### config.mk
export PLATFORM = sky130hd
export DESIGN_NAME = dac_serial_ctrl
export DESIGN_NICKNAME = d
export VERILOG_FILES = /design/src/rtl/dac_ctrl_pkg.sv /design/src/rtl/pin_sync.sv /design/src/rtl/serial_shifter.sv /design/src/rtl/code_regs.sv /design/src/rtl/sleep_ctrl.sv /design/src/rtl/dac_serial_ctrl.sv
export SDC_FILE = /design/constraint.sdc
export NUM_CORES = 1
export LEC_CHECK = 0
export BUFFER_PORTS_ARGS = -buffer_cell sky130_fd_sc_hd__clkbuf_2
export CORE_MARGIN = 5
export CORE_UTILIZATION = 54
export DETAILED_ROUTE_END_ITERATION = 10
export HOLD_SLACK_MARGIN = 0.05
export PLACE_DENSITY = 0.73
export SYNTH_ARGS = -nofsm -noshare
export SYNTH_HDL_FRONTEND = slang
export SYNTH_SLANG_ARGS = --single-unit
### constraint.sdc
create_clock -name clk -period 3.82 [get_ports clk]
set_clock_uncertainty 0.2 [all_clocks]
set_input_delay 0.764 -clock clk [delete_from_list [all_inputs] [get_ports clk]]
set_output_delay 0.764 -clock clk [all_outputs]
set_load 0.01 [all_outputs]
### src/rtl/dac_ctrl_pkg.sv
// Package: shared sizes and the command encoding for the serial DAC front-end.
package dac_ctrl_pkg;
    localparam int CODE_W = 14;
    localparam int CMD_W  = 2;
    localparam int WORD_W = CODE_W + CMD_W;

    // Command carried in the top two bits of every serial word.
    typedef enum logic [CMD_W-1:0] {
        CMD_STAGE = 2'b00,  // write staging register only
        CMD_XFER  = 2'b01,  // staging register -> output register
        CMD_BOTH  = 2'b10,  // write both, wake
        CMD_SLEEP = 2'b11   // request sleep, data ignored
    } cmd_e;
endpackage

### src/rtl/pin_sync.sv
// Module: pin_sync
// Brings WIDTH asynchronous pins into the clk domain through STAGES flops and
// reports the level plus one-cycle rise and fall pulses for each pin.
// Assumes: pins are held for at least STAGES+1 clk cycles per level; STAGES >= 2.
module pin_sync #(
    parameter int              WIDTH   = 5,
    parameter int              STAGES  = 2,
    parameter logic [WIDTH-1:0] RST_VAL = '0
) (
    input  logic             clk,
    input  logic             rst_n,
    input  logic [WIDTH-1:0] pin_i,
    output logic [WIDTH-1:0] lvl_o,
    output logic [WIDTH-1:0] rise_o,
    output logic [WIDTH-1:0] fall_o
);
    generate
        for (genvar gi = 0; gi < WIDTH; gi++) begin : g_pin
            logic [STAGES-1:0] chain_q;
            logic              prev_q;

            // Shift the pin through the synchroniser and keep one older copy.
            always_ff @(posedge clk) begin
                if (!rst_n) begin
                    chain_q <= {STAGES{RST_VAL[gi]}};
                    prev_q  <= RST_VAL[gi];
                end else begin
                    chain_q <= {chain_q[STAGES-2:0], pin_i[gi]};
                    prev_q  <= chain_q[STAGES-1];
                end
            end

            assign lvl_o[gi]  = chain_q[STAGES-1];
            assign rise_o[gi] = chain_q[STAGES-1] & ~prev_q;
            assign fall_o[gi] = ~chain_q[STAGES-1] & prev_q;
        end
    endgenerate
endmodule

### src/rtl/serial_shifter.sv
// Module: serial_shifter
// Collects serial bits into a WORD_W shift register, counts the clocks of the
// current frame and flags a complete word when select rises after exactly
// WORD_W clocks. Drives the chaining output from the register's oldest bit.
// Assumes: edge pulses come from pin_sync; select and clock edges never coincide.
module serial_shifter #(
    parameter int WORD_W = 16
) (
    input  logic              clk,
    input  logic              rst_n,
    input  logic              sel_lvl_i,   // synchronised cs_n level
    input  logic              sel_fall_i,
    input  logic              sel_rise_i,
    input  logic              sck_rise_i,
    input  logic              sck_fall_i,
    input  logic              sdi_lvl_i,
    output logic [WORD_W-1:0] word_o,
    output logic              word_valid_o,
    output logic              sdo_o
);
    localparam int CNT_MAX = WORD_W + 1;
    localparam int CNT_W   = $clog2(CNT_MAX + 1);

    logic [WORD_W-1:0] shreg_q;
    logic [CNT_W-1:0]  cnt_q;
    logic              valid_q;
    logic              sdo_q;
    logic              frame_on;

    assign frame_on = ~sel_lvl_i;

    // Shift data on rising clock inside a frame.
    always_ff @(posedge clk) begin
        if (!rst_n) begin
            shreg_q <= '0;
        end else if (frame_on && sck_rise_i) begin
            shreg_q <= {shreg_q[WORD_W-2:0], sdi_lvl_i};
        end
    end

    // Count clocks of the frame, saturating one past a full word.
    always_ff @(posedge clk) begin
        if (!rst_n) begin
            cnt_q <= '0;
        end else if (sel_fall_i) begin
            cnt_q <= '0;
        end else if (frame_on && sck_rise_i && cnt_q != CNT_W'(CNT_MAX)) begin
            cnt_q <= cnt_q + 1'b1;
        end
    end

    // Flag a complete word at the end of a frame of exact length.
    always_ff @(posedge clk) begin
        if (!rst_n) begin
            valid_q <= 1'b0;
        end else begin
            valid_q <= sel_rise_i && (cnt_q == CNT_W'(WORD_W));
        end
    end

    // Present the oldest bit on each falling clock inside a frame.
    always_ff @(posedge clk) begin
        if (!rst_n) begin
            sdo_q <= 1'b0;
        end else if (frame_on && sck_fall_i) begin
            sdo_q <= shreg_q[WORD_W-1];
        end
    end

    assign word_o       = shreg_q;
    assign word_valid_o = valid_q;
    assign sdo_o        = sdo_q;

    // a word is only flagged when the frame held exactly WORD_W clocks.
    p_exact_len_r6: assert property (@(posedge clk) disable iff (!rst_n)
        valid_q |-> ($past(cnt_q) == CNT_W'(WORD_W)));

    // the chaining output follows the oldest shift-register bit.
    p_sdo_msb_r11: assert property (@(posedge clk) disable iff (!rst_n)
        (frame_on && sck_fall_i) |=> (sdo_q == $past(shreg_q[WORD_W-1])));
endmodule

### src/rtl/code_regs.sv
// Module: code_regs
// Double-buffered code storage: a staging register and an output register,
// updated from a completed word according to its command field.
// Assumes: word_valid_i is a one-cycle pulse with stable cmd and data.
module code_regs
    import dac_ctrl_pkg::*;
#(
    parameter int CODE_W = dac_ctrl_pkg::CODE_W
) (
    input  logic              clk,
    input  logic              rst_n,
    input  logic              word_valid_i,
    input  cmd_e              cmd_i,
    input  logic [CODE_W-1:0] data_i,
    output logic [CODE_W-1:0] stage_o,
    output logic [CODE_W-1:0] out_o
);
    logic [CODE_W-1:0] stage_q;
    logic [CODE_W-1:0] out_q;

    // Staging register: written by the stage-only and write-both commands.
    always_ff @(posedge clk) begin
        if (!rst_n) begin
            stage_q <= '0;
        end else if (word_valid_i && (cmd_i == CMD_STAGE || cmd_i == CMD_BOTH)) begin
            stage_q <= data_i;
        end
    end

    // Output register: written by write-both, copied from staging on transfer.
    always_ff @(posedge clk) begin
        if (!rst_n) begin
            out_q <= '0;
        end else if (word_valid_i) begin
            case (cmd_i)
                CMD_BOTH: out_q <= data_i;
                CMD_XFER: out_q <= stage_q;
                default:  out_q <= out_q;
            endcase
        end
    end

    assign stage_o = stage_q;
    assign out_o   = out_q;

    // a stage-only write never moves the output code.
    p_stage_only_r2: assert property (@(posedge clk) disable iff (!rst_n)
        (word_valid_i && cmd_i == CMD_STAGE) |=> $stable(out_q));

    // a transfer makes the output equal to the previous staging value.
    p_xfer_r3: assert property (@(posedge clk) disable iff (!rst_n)
        (word_valid_i && cmd_i == CMD_XFER) |=> (out_q == $past(stage_q)));

    // write-both lands the same data in both registers.
    p_both_r4: assert property (@(posedge clk) disable iff (!rst_n)
        (word_valid_i && cmd_i == CMD_BOTH) |=> (out_q == $past(data_i) && stage_q == $past(data_i)));

    // a sleep command leaves both registers untouched.
    p_sleep_keep_r5: assert property (@(posedge clk) disable iff (!rst_n)
        (word_valid_i && cmd_i == CMD_SLEEP) |=> ($stable(out_q) && $stable(stage_q)));
endmodule

### src/rtl/sleep_ctrl.sv
// Module: sleep_ctrl
// Holds the sleep state. Entry comes from the sleep pin or the sleep command,
// both gated by the enable pin; exit comes from a falling enable edge (highest
// priority) or a write-both command. A held pin request outranks a write-both.
// Assumes: inputs are synchronised; lock_fall_i is a one-cycle pulse.
module sleep_ctrl
    import dac_ctrl_pkg::*;
(
    input  logic clk,
    input  logic rst_n,
    input  logic word_valid_i,
    input  cmd_e cmd_i,
    input  logic pin_req_i,    // synchronised sleep_pin
    input  logic allow_i,      // synchronised sleep_allow
    input  logic allow_fall_i,
    output logic asleep_o
);
    logic asleep_q;
    logic cmd_sleep;
    logic cmd_wake;

    assign cmd_sleep = word_valid_i && (cmd_i == CMD_SLEEP);
    assign cmd_wake  = word_valid_i && (cmd_i == CMD_BOTH);

    // Update the sleep state by fixed priority: enable fall, pin, command.
    always_ff @(posedge clk) begin
        if (!rst_n) begin
            asleep_q <= 1'b0;
        end else if (allow_fall_i) begin
            asleep_q <= 1'b0;
        end else if (allow_i && pin_req_i) begin
            asleep_q <= 1'b1;
        end else if (allow_i && cmd_sleep) begin
            asleep_q <= 1'b1;
        end else if (cmd_wake) begin
            asleep_q <= 1'b0;
        end
    end

    assign asleep_o = asleep_q;

    // a falling enable edge always wakes the block.
    p_fall_wakes_r9: assert property (@(posedge clk) disable iff (!rst_n)
        allow_fall_i |=> !asleep_q);

    // with the enable low, an awake block stays awake.
    p_locked_awake_r8: assert property (@(posedge clk) disable iff (!rst_n)
        (!allow_i && !asleep_q) |=> !asleep_q);

    // an enabled pin request puts the block to sleep.
    p_pin_enters_r7: assert property (@(posedge clk) disable iff (!rst_n)
        (allow_i && pin_req_i && !allow_fall_i) |=> asleep_q);

    // asleep, only an enable fall or write-both can wake.
    p_stay_asleep_r10: assert property (@(posedge clk) disable iff (!rst_n)
        (asleep_q && !allow_fall_i && !cmd_wake) |=> asleep_q);
endmodule

### src/rtl/dac_serial_ctrl.sv
// Module: dac_serial_ctrl (top)
// Serial control front-end of a 14-bit DAC: pin synchronisers, word shifter,
// double-buffered code registers and sleep control.
// Assumes: sclk and cs_n each hold a level for at least four clk cycles.
module dac_serial_ctrl
    import dac_ctrl_pkg::*;
#(
    parameter int SYNC_STAGES = 2
) (
    input  logic              clk,
    input  logic              rst_n,
    input  logic              cs_n,
    input  logic              sclk,
    input  logic              sdi,
    input  logic              sleep_pin,
    input  logic              sleep_allow,
    output logic              sdo,
    output logic [CODE_W-1:0] dac_code,
    output logic              active
);
    localparam int PIN_N   = 5;
    localparam int P_CS    = 0;
    localparam int P_SCK   = 1;
    localparam int P_SDI   = 2;
    localparam int P_SLP   = 3;
    localparam int P_ALLOW = 4;
    localparam logic [PIN_N-1:0] PIN_RST = PIN_N'(1) << P_CS;

    logic [PIN_N-1:0]  pin_lvl, pin_rise, pin_fall;
    logic [WORD_W-1:0] word;
    logic              word_valid;
    cmd_e              cmd;
    logic [CODE_W-1:0] stage_code;
    logic              asleep;

    pin_sync #(
        .WIDTH  (PIN_N),
        .STAGES (SYNC_STAGES),
        .RST_VAL(PIN_RST)
    ) u_sync (
        .clk   (clk),
        .rst_n (rst_n),
        .pin_i ({sleep_allow, sleep_pin, sdi, sclk, cs_n}),
        .lvl_o (pin_lvl),
        .rise_o(pin_rise),
        .fall_o(pin_fall)
    );

    serial_shifter #(
        .WORD_W(WORD_W)
    ) u_shift (
        .clk         (clk),
        .rst_n       (rst_n),
        .sel_lvl_i   (pin_lvl[P_CS]),
        .sel_fall_i  (pin_fall[P_CS]),
        .sel_rise_i  (pin_rise[P_CS]),
        .sck_rise_i  (pin_rise[P_SCK]),
        .sck_fall_i  (pin_fall[P_SCK]),
        .sdi_lvl_i   (pin_lvl[P_SDI]),
        .word_o      (word),
        .word_valid_o(word_valid),
        .sdo_o       (sdo)
    );

    assign cmd = cmd_e'(word[WORD_W-1 -: CMD_W]);

    code_regs #(
        .CODE_W(CODE_W)
    ) u_regs (
        .clk         (clk),
        .rst_n       (rst_n),
        .word_valid_i(word_valid),
        .cmd_i       (cmd),
        .data_i      (word[CODE_W-1:0]),
        .stage_o     (stage_code),
        .out_o       (dac_code)
    );

    sleep_ctrl u_sleep (
        .clk         (clk),
        .rst_n       (rst_n),
        .word_valid_i(word_valid),
        .cmd_i       (cmd),
        .pin_req_i   (pin_lvl[P_SLP]),
        .allow_i     (pin_lvl[P_ALLOW]),
        .allow_fall_i(pin_fall[P_ALLOW]),
        .asleep_o    (asleep)
    );

    assign active = ~asleep;

    // the output code survives a wake-up by enable fall.
    p_wake_keeps_code_r9: assert property (@(posedge clk) disable iff (!rst_n)
        (pin_fall[P_ALLOW] && !word_valid) |=> $stable(dac_code));

    // asleep, a staging write keeps the block asleep.
    p_sleep_stage_r10: assert property (@(posedge clk) disable iff (!rst_n)
        (asleep && word_valid && cmd == CMD_STAGE && !pin_fall[P_ALLOW]) |=> !active);
endmodule

Yosys cells after proc, flatten, opt, wreduce, memory -nomap -nowiden --
Index checks and enable logic that the tools add are counted. W data, S select, Z words.
Storage, ports and cells: flip-flop bits (word level) 65, latch bits 0, RAM bits 0, memory bits (read-only) 0, bits of input ports 7, output and inout port bits 16, word-level logic and storage cells 53, memories 0
Operators by class: add/sub/neg operators 1, multiply operators 0, divide/modulo/power cells 0, $lt $le $gt $ge 0, equality and inequality tests 5, shifts and indexed selects 0, mux-type cells 4, bitwise gates (word level) 12, reduce and logical (&&, ||, !) cells 16
Operator list (number):
- $pmux W14 S2 | 1
- $logic_and A1 B1 Y1 | 9
- $not A1 Y1 | 7
- $add A5 B1 Y5 const B | 1
- $and A1 B1 Y1 | 5
- $eq A5 B5 Y1 const B | 1
- $ne A5 B5 Y1 const B | 1
- $eq A2 B2 Y1 const B | 2
- $reduce_or A2 Y1 | 2
- $mux W1 | 3
- $reduce_bool A3 Y1 | 1
- $eq A2 B1 Y1 const B | 1
- $logic_not A2 Y1 | 1
- $reduce_and A2 Y1 | 1
- $reduce_bool A2 Y1 | 1
- $logic_or A1 B1 Y1 | 1

Longest topological paths before layout --
Gate-level depths: netlist of the first run.
depth after elaboration 5, mapped depth 7, gate-level depth less buffers 5

Cells and area by module --
Synthesis of the first run repeated with hierarchy kept, for this count alone.
Unflattened totals: cells, all modules 294, area total of the unflattened synthesis 2971.6 µm²
Modules (own cells, without submodules):
- code_regs | instances 1, cells each 132, area an instance 1348.8 µm², seq. area each 560.5 µm²
- serial_shifter | instances 1, cells each 109, area an instance 1041.0 µm², seq. area each 460.4 µm²
- pin_sync | instances 1, cells each 46, area an instance 515.5 µm², seq. area each 300.3 µm²
- sleep_ctrl | instances 1, cells each 6, area an instance 62.6 µm², seq. area each 20.0 µm²
- dac_serial_ctrl | instances 1, cells each 1, area an instance 3.8 µm², seq. area each 0.0 µm²

Least setup slack after synthesis of the first run --
OpenSTA, ideal clock, no wires.
path kind register to register, start point reg u_shift.shreg_q[14], in the netlist u_shift.word_o[14], end point reg u_regs.out_q[10], in the netlist u_regs.out_o[10], library setup time 0.116 ns, arrival 1.377 ns, required time 3.504 ns, slack 2.127 ns, stages on the path, launching flop included 7, path buffers 2, clock period less this slack 1.693 ns, cell sequence dfxtp_1 -> inv_1 -> ha_1 -> and2_1 -> buf_2 -> buf_1 -> o211a_1
Between the ends: longest elaborated chain between the ends 3, elaborated cells between the ends (all ways) 5, classes of those cells 2 x eq/ne; 1 x mux; 2 x reduce/logical
RTL lines:
- start, declared | RTL line serial_shifter.sv:24 | logic [WORD_W-1:0] shreg_q;
- start signal, assigned | RTL line serial_shifter.sv:37 | shreg_q <= {shreg_q[WORD_W-2:0], sdi_lvl_i};
- $eq A2 B1 Y1 or $eq A2 B2 Y1 (tied branches) | RTL line code_regs.sv:35 | case (cmd_i)
- $reduce_bool A2 Y1 (no source line)
- $reduce_and A2 Y1 (no source line)
- end signal, assigned | RTL line code_regs.sv:36 | CMD_BOTH: out_q <= data_i;
- end signal, assigned | RTL line code_regs.sv:37 | CMD_XFER: out_q <= stage_q;
- end signal, assigned | RTL line code_regs.sv:38 | default: out_q <= out_q;
- end, declared | RTL line code_regs.sv:19 | logic [CODE_W-1:0] out_q;
Several ways; a longest one is shown, not always the timed one. A chain may end at the register's enable or synchronous reset.

Worst setup path after layout of the first run --
start point reg u_shift.shreg_q[14], in the netlist u_shift.word_o[14], end point reg u_regs.out_q[12], in the netlist u_regs.out_o[12]
Same word-level chain as after synthesis.

==> results of run 1 <==
placed cells by master (no fill, tap or decap), types with 2 or more instances in the layout:
| cell type | instances |
|---|---|
| nand2_1 | 75 |
| dfxtp_1 | 65 |
| a21boi_1 | 23 |
| clkbuf_2 | 22 |
| mux2i_1 | 17 |
| o211a_1 | 14 |
| and2_1 | 11 |
| clkbuf_8 | 10 |
| a21boi_0 | 7 |
| ha_1 | 7 |
| inv_1 | 6 |
| nand2b_1 | 5 |
| nand3_1 | 4 |
| nand4_1 | 3 |
| o2111ai_1 | 3 |
| o31ai_1 | 3 |
| clkinv_2 | 3 |
| nor2b_1 | 2 |
| nand3b_1 | 2 |
flip-flops by register name (all words and copies together) (netlist names):
| signal | flops |
|---|---|
| u_regs.out_o | 14 |
| u_regs.stage_o | 14 |
| u_shift.cnt_q | 5 |
| u_shift.sdo_o | 1 |
| u_shift.word_o | 16 |
| u_shift.word_valid_o | 1 |
| u_sleep.asleep_o | 1 |
| u_sync.g_pin.chain_q | 10 |
| u_sync.g_pin.prev_q | 3 |
stage by stage:
stage / instance area (µm²) / worst slack, ps
after global placement: 2740 / 1470
after CTS: 2920 / 1600
after detailed placement: 2740 / 1460
after floorplan: 2630 / 2130
after global routing: 2920 / 1440
final: 2920 / 1650
how the worst min path moves through the flow:
stage                               startpoint                    endpoint  cells after the start  slack, ps
finish              u_sync.g_pin[0].chain_q[0]  u_sync.g_pin[0].chain_q[1]                      1        210
global route        u_sync.g_pin[0].chain_q[0]  u_sync.g_pin[0].chain_q[1]                      1        230
CTS                 u_sync.g_pin[0].chain_q[0]  u_sync.g_pin[0].chain_q[1]                      1        220
detailed placement  u_sync.g_pin[0].chain_q[0]  u_sync.g_pin[0].chain_q[1]                      1        200
global placement    u_sync.g_pin[0].chain_q[0]  u_sync.g_pin[0].chain_q[1]                      1        190
floorplan           u_sync.g_pin[0].chain_q[0]  u_sync.g_pin[0].chain_q[1]                      1        190
metal layers:
metal	part of all wire [%]	wire, µm	vias to the layer above	global-route usage [%]
met5	0	0	-	0
met4	2.3	104	0	10.6
met1	48	2150	852	19.1
met2	46	2060	33	25.3
met3	3.9	174	8	4.18
li1	-	-	960	-
cell type report:
cell class	count	area (µm²)	share of cell area, %
timing repair buffer	23	118	4.03
tap	67	83.8	2.87
clock inverter	4	45.0	1.54
sequential	65	1300	44.5
clock buffer	10	138	4.71
multi-input combinational	186	1210	41.5
inverter	6	22.5	0.771
power by group through the flow:
| stage | logic [W] | registers [W] | clock network (W) |
|---|---|---|---|
| after floorplan | 0.0000213 | 0.000701 | 0 |
| after global routing | 0.0000301 | 0.000687 | 0.000595 |
| after CTS | 0.0000277 | 0.000686 | 0.000564 |
| after detailed placement | 0.0000275 | 0.000702 | 0 |
| after global placement | 0.0000270 | 0.000701 | 0 |
| final | 0.0000269 | 0.000686 | 0.000545 |
kinds of logic (layout without fill, tap and decap cells):
| group | after synthesis | count (layout) |
|---|---|---|
| AND/OR/NAND/NOR | 108 | 108 |
| flip-flops | 65 | 65 |
| AO/OA/AOI/OAI | 54 | 54 |
| buffers and inverters | 24 | 43 |
| multiplexers | 17 | 17 |
| adder cells (fa/ha/maj) | 7 | 7 |
==> summary.md, run 1 <==
| Metric | Value |
|---|---|
| Die height | around 80 µm |
| Placed cells | about 350 |
| Mean routed wirelength per cell | 12.4 µm |
| Minimum clock period | between 2000 and 2500 ps |
| Lkg Pwr | between 1 and 1.5 nW |
| RSZ-0062 raised after global routing | no |
| Gpl congestion | 0.762 |
| Mux cell area share after synthesis | roughly 6.5% |
| Iter 0 DRT Violations | 131 |
| Synth area leader | dfxtp_1 |
| PortBufs | 22 |
| Non-filler instance count after layout | approximately 360 |
| Post-DP HPWL | ~2700 µm |
| Row cnt | 25 |
| Startpoint Class | register |
| Slew Viols, Final | 0 |
| Initial antenna violation count | 0 |
| Total GRT Usage | between 10% and 20% |
| Max Cap Viol | 0 |
| Worst-path fanout max | 28 |
| Worst endpoint required time | about 3800 ps |
| GRT overflow | 0 |
| Gate power share | 2.1% |
| Run status | finished clean |
| Vias | around 1900 |
| Post-CTS Setup Bufs | 0 |
| Number of global-route vias before repair | roughly 1700 |
| Post-CTS Hold Buffers | 0 |
| TritonCTS buffer count | 9 |
| Drt via density | between 5 and 6 |
| Resized Gates After CTS | 0 |
| # diodes | 0 |
| Xor and xnor fraction of the mapped netlist area | 0% |
| Final Setup Violations | 0 |
| Reg2Reg Depth | 5 |
| Slew margin rel. | 25.5% |
| Most frequent cell after synthesis | nand2_1 |
| Critical path arrival | around 2200 ps |
| Clk_lat worst skew | approximately 330 ps |
| Sequential share of the synthesized area | slightly below 50% |
| Clk sinks | between 60 and 70 |
| Synth Area in Adders | under 10% |
| Core ar. | between 0.004 and 0.005 mm² |
| H-tree depth | 3 |
| DRC Markers | 0 |
| Initial Util | roughly 56% |
| DRT Wirelength | approximately 4500 µm |
| Hold Fails Final Rpt | 0 |
| CP Launch Point | u_shift.word_o[14] |
| Nets | just over 300 |
| Layout Utilization | between 60% and 70% |
| Critical Path Max Stage Delay | approximately 770 ps |
| Drt pass-1 iters | 4 |
| Internal power | between 0.001 and 0.0015 W |
| Switching part of the total | 20.1% |
| End point of the critical path | u_regs.out_o[12] |
| Synth Register Bits | between 60 and 70 |
| CP cell instances | inv_1, ha_1, and2_1, nand2_1, o211a_1 |
| Synth Area in Compound Gates | between 15 and 20% |
| WP depth | 5 |
| Commonest cells in the netlist | nand2_1, dfxtp_1, a21boi_1, mux2i_1, o211a_1 |
| Chip width | around 80 µm |
| Tcrit/Tclk final | between 50% and 60% |
| Reg2reg start | u_shift.word_o[14] |
| CP Class | register to register |
| Post-Syn Instances | approximately 280 |
| Type of the worst min-delay path | register to register |
| DIE AREA | around 0.0064 mm² |
| Mapped Area | ~0.0026 mm² |
| Clock root buffer | clkbuf_8 |
| Syn_nets | a little under 300 |
| Share of layout cells above drive strength 1 | 13.3% |
| Fin Setup TNS | 0 ps |
| Clock share of power | 43.3% |
| First-pass GRT wire length | 7770 µm |
| Largest family of logic cells by synthesized area | simple AND/OR/NAND/NOR gates |
| Crit path max-delay cell type | and2_1 |
| Post-synth EDFFs | 0 |
| Share of the synthesized area in the top cell type | 49.5% |
| Slew @ Worst Pin | ~1100 ps |
| Synth-to-layout area growth | 11.1% |
| CP endpoint kind | register |
| F_max | around 460 MHz |
| Io pins | 23 |
| PD cells | around 430 mW/mm² |
| Top cells by area, synth | dfxtp_1, nand2_1, a21boi_1 |
| Hold WS | between 200 and 250 ps |
| Async SR Flop Fraction | 0% |
| Post-Synth Simple-Gate Area | between 10% and 20% |
| Clk slew on worst S/H paths | around 60 ps |
| Psw | around 0.00025 W |
| WP buf/inv | 1 |
| Predominant post-synthesis flop cell | dfxtp_1 |
| Max rail drop VDD | roughly 0.32 mV |
| Largest net degree at the start of global routing | around 50 |
| Syn_area_per_cell | 9.56 µm² |
| Synth warn | 0 |
| CP top delay family | simple AND/OR/NAND/NOR gates |
| CTS tree | done |
| Total chip power | ~0.0013 W |
| RR Endpoint | u_regs.out_o[12] |
| Worst R2R Setup Slack | between 1500 and 2000 ps |
| Synth cell types | 30 |
| Reg power frac | between 50% and 60% |
| Final ANT Viol Nets | 0 |
| Max clock buf depth | 2 |
| Fillers | about 400 |
(Power assumes the default switching activity.)
==> inputs of run 2 (changes only) <==
--- a/config.mk
+++ b/config.mk
@@ -7,10 +7,10 @@
 export LEC_CHECK = 0
 export BUFFER_PORTS_ARGS = -buffer_cell sky130_fd_sc_hd__clkbuf_2
 export CORE_MARGIN = 5
-export CORE_UTILIZATION = 54
+export CORE_UTILIZATION = 52
 export DETAILED_ROUTE_END_ITERATION = 10
 export HOLD_SLACK_MARGIN = 0.05
-export PLACE_DENSITY = 0.73
+export PLACE_DENSITY = 0.74
 export SYNTH_ARGS = -nofsm -noshare
 export SYNTH_HDL_FRONTEND = slang
 export SYNTH_SLANG_ARGS = --single-unit
==> constraint.sdc (replaced) <==
create_clock -name clk -period 1.8 [get_ports clk]
set_clock_uncertainty 0.2 [all_clocks]
set_input_delay 0.36 -clock clk [delete_from_list [all_inputs] [get_ports clk]]
set_output_delay 0.36 -clock clk [all_outputs]
set_load 0.01 [all_outputs]
==> run 2 against run 1 <==
  * Register-to-register slack got worse by 1500 ps
  * Highest routed layer unchanged
  * Routed wire length rose by 5.1%
  * Combinational power grew to 2.6 times the previous value
  * Largest power group unchanged
  * Critical path depth unchanged
  * Setup slack got worse by 1500 ps
  * Largest cell class unchanged
  * Sequential cell count did not move
  * Maximum frequency up 33%
  * Sequential share of layout area is 2.2 points lower
  * Critical path type unchanged
  * Worst hold slack worse by 46 ps
  * Count of clock-buffer cells in the layout grew 1
  * Global-route usage rose by 0.43 points
  * Die area increased by 3.4%
==> summary.md, run 2 (synthesis results as in run 1) <==
| Metric | Value |
|---|---|
| Hold Fails Final Rpt | 0 |
| Clock root buffer | clkbuf_8 |
| H-tree depth | 3 |
| Type of the worst min-delay path | primary input to register |
| Final Setup Violations | 0 |
| Post-DP HPWL | between 2000 and 3000 µm |
| TritonCTS buffer count | 9 |
| PD cells | ~940 mW/mm² |
| Io pins | 23 |
| Worst endpoint required time | about 1800 ps |
| Met1 GRT Util | 18.9% |
| Max clock buf depth | 2 |
| Clk slew on worst S/H paths | roughly 60 ps |
| Total GRT Usage | around 16% |
| Worst-path fanout max | 28 |
| RSZ-0062 raised after global routing | no |
| PortBufs | 22 |
| F_max | 613 MHz |
| Max rail drop VDD | ~0.55 mV |
| Startpoint Class | register |
| Grt met2 use | 26.4% |
| Synth-to-layout area growth | 17.0% |
| Drt pass-1 iters | 4 |
| Post-route cell area | 0.00308 mm² |
| DRC Markers | 0 |
| Slew margin rel. | between 60% and 70% |
| Largest net degree at the start of global routing | 36 |
| CP cell instances | inv_1, ha_1, and2_1, buf_12, o211a_1 |
| Most common cell after layout, fill and taps aside | nand2_1 |
| Clk_lat worst skew | between 300 and 400 ps |
| Post-CTS Setup Bufs | 0 |
| Initial antenna violation count | 0 |
| Max Cap Viol | 0 |
| Tcrit/Tclk final | just over 90% |
| Critical path arrival | 1660 ps |
| Crit path max-delay cell type | dfxtp_1 |
| Fin Setup TNS | 0 ps |
| Minimum clock period | around 1600 ps |
| Slew Viols, Final | 0 |
| # diodes | 0 |
| CP Class | register to register |
| WP buf/inv | 2 |
| Core ar. | roughly 0.0048 mm² |
| Clk sinks | between 60 and 70 |
| Vias | between 1500 and 2000 |
| Die height | 81.1 µm |
| Row cnt | 25 |
| Share of layout cells above drive strength 1 | about 15% |
| CTS tree | done |
| Drt via density | a little over 5 |
| Final ANT Viol Nets | 0 |
| Mean routed wirelength per cell | approximately 13 µm |
| Nets | between 300 and 400 |
| Grt peak-use layer | met2 |
| Number of global-route vias before repair | 1785 |
| Placed Area | roughly 0.0028 mm² |
| GRT overflow | 0 |
| Max reg flops | 16 |
| First-pass GRT wire length | around 8100 µm |
| Critical Path Max Stage Delay | ~400 ps |
| Slew @ Worst Pin | 518 ps |
| CP top delay family | flip-flops |
| DRT Wirelength | between 4000 and 5000 µm |
| Lkg Pwr | 1.28 nW |
| Gpl congestion | 0.752 |
| Run status | finished clean |
| DIE AREA | 0.00658 mm² |
| Iter 0 DRT Violations | 80 |
| Initial Util | a little over half |
| Most frequent cells in the layout | nand2_1, dfxtp_1, a21boi_1 |
| Met3 usage | 5.65% |
| CP endpoint kind | register |
| Chip width | just over 80 µm |
==> run 2: cell count changes in the layout (fill, tap and decap cells not counted), sizes merged <==
cell,change
clkinv,-2
buf,+5
dlygate4sd3,+5
clkbuf,+1
bufinv,+1
==> run 2: worst paths after layout <==
| check | slack [ps] | cells after the start | start | end |
|---|---|---|---|---|
| max | 170 | 5 | u_shift.word_o[14] | u_regs.out_o[6] |
| min | 170 | 2 | rst_n | u_sync.g_pin[0].prev_q |
| max reg2reg | 170 | 5 | u_shift.word_o[14] | u_regs.out_o[6] |
| min reg2reg | 210 | 1 | u_sync.g_pin[0].chain_q[0] | u_sync.g_pin[0].chain_q[1] |
==> run 2: per-layer routing <==
layer / up-vias / wire length, µm
li1: 990 / -
met1: 873 / 2180
met2: 30 / 2230
met3: 10 / 214
met4: 0 / 86
met5: - / 0
==> run 2: cell type report <==
cell class / count / area [µm²]
Fill cell: 431 / 1740
Sequential cell: 65 / 1300
Multi-Input combinational cell: 186 / 1220
Timing Repair Buffer: 33 / 230
Clock buffer: 11 / 151
Tap cell: 67 / 83.8
Clock inverter: 3 / 65.1
Inverter: 6 / 22.5
==> run 2: through the flow <==
| stage | utilization, % | total power (W) | setup WS (ps) | instances | hold slack [ps] |
|---|---|---|---|---|---|
| floorplan | - | 0.00153 | 107 | 275 | 186 |
| global placement | 58.2 | 0.00155 | 150 | 352 | 191 |
| detailed placement | 58.2 | 0.00155 | 115 | 352 | 198 |
| CTS | 63.7 | 0.00292 | 89.4 | 371 | 143 |
| global route | 63.8 | 0.00300 | 23.8 | 371 | 160 |
| finish | 63.8 | 0.00288 | 169 | 371 | 167 |
==> run 2: timing repair <==
action | CTS | global route
hold buffers | 5 | 0
gates resized for setup | 0 | 2
endpoints found under the hold margin | 5 | 0
setup endpoints to repair | 0 | 9
==> run 2: report_power, final <==
group          switching (W)  leakage, nW  internal [W]
logic              0.0000328        0.640     0.0000384
clock network       0.000513        0.111      0.000837
registers         0.00000564        0.526       0.00145
total               0.000551         1.28       0.00233
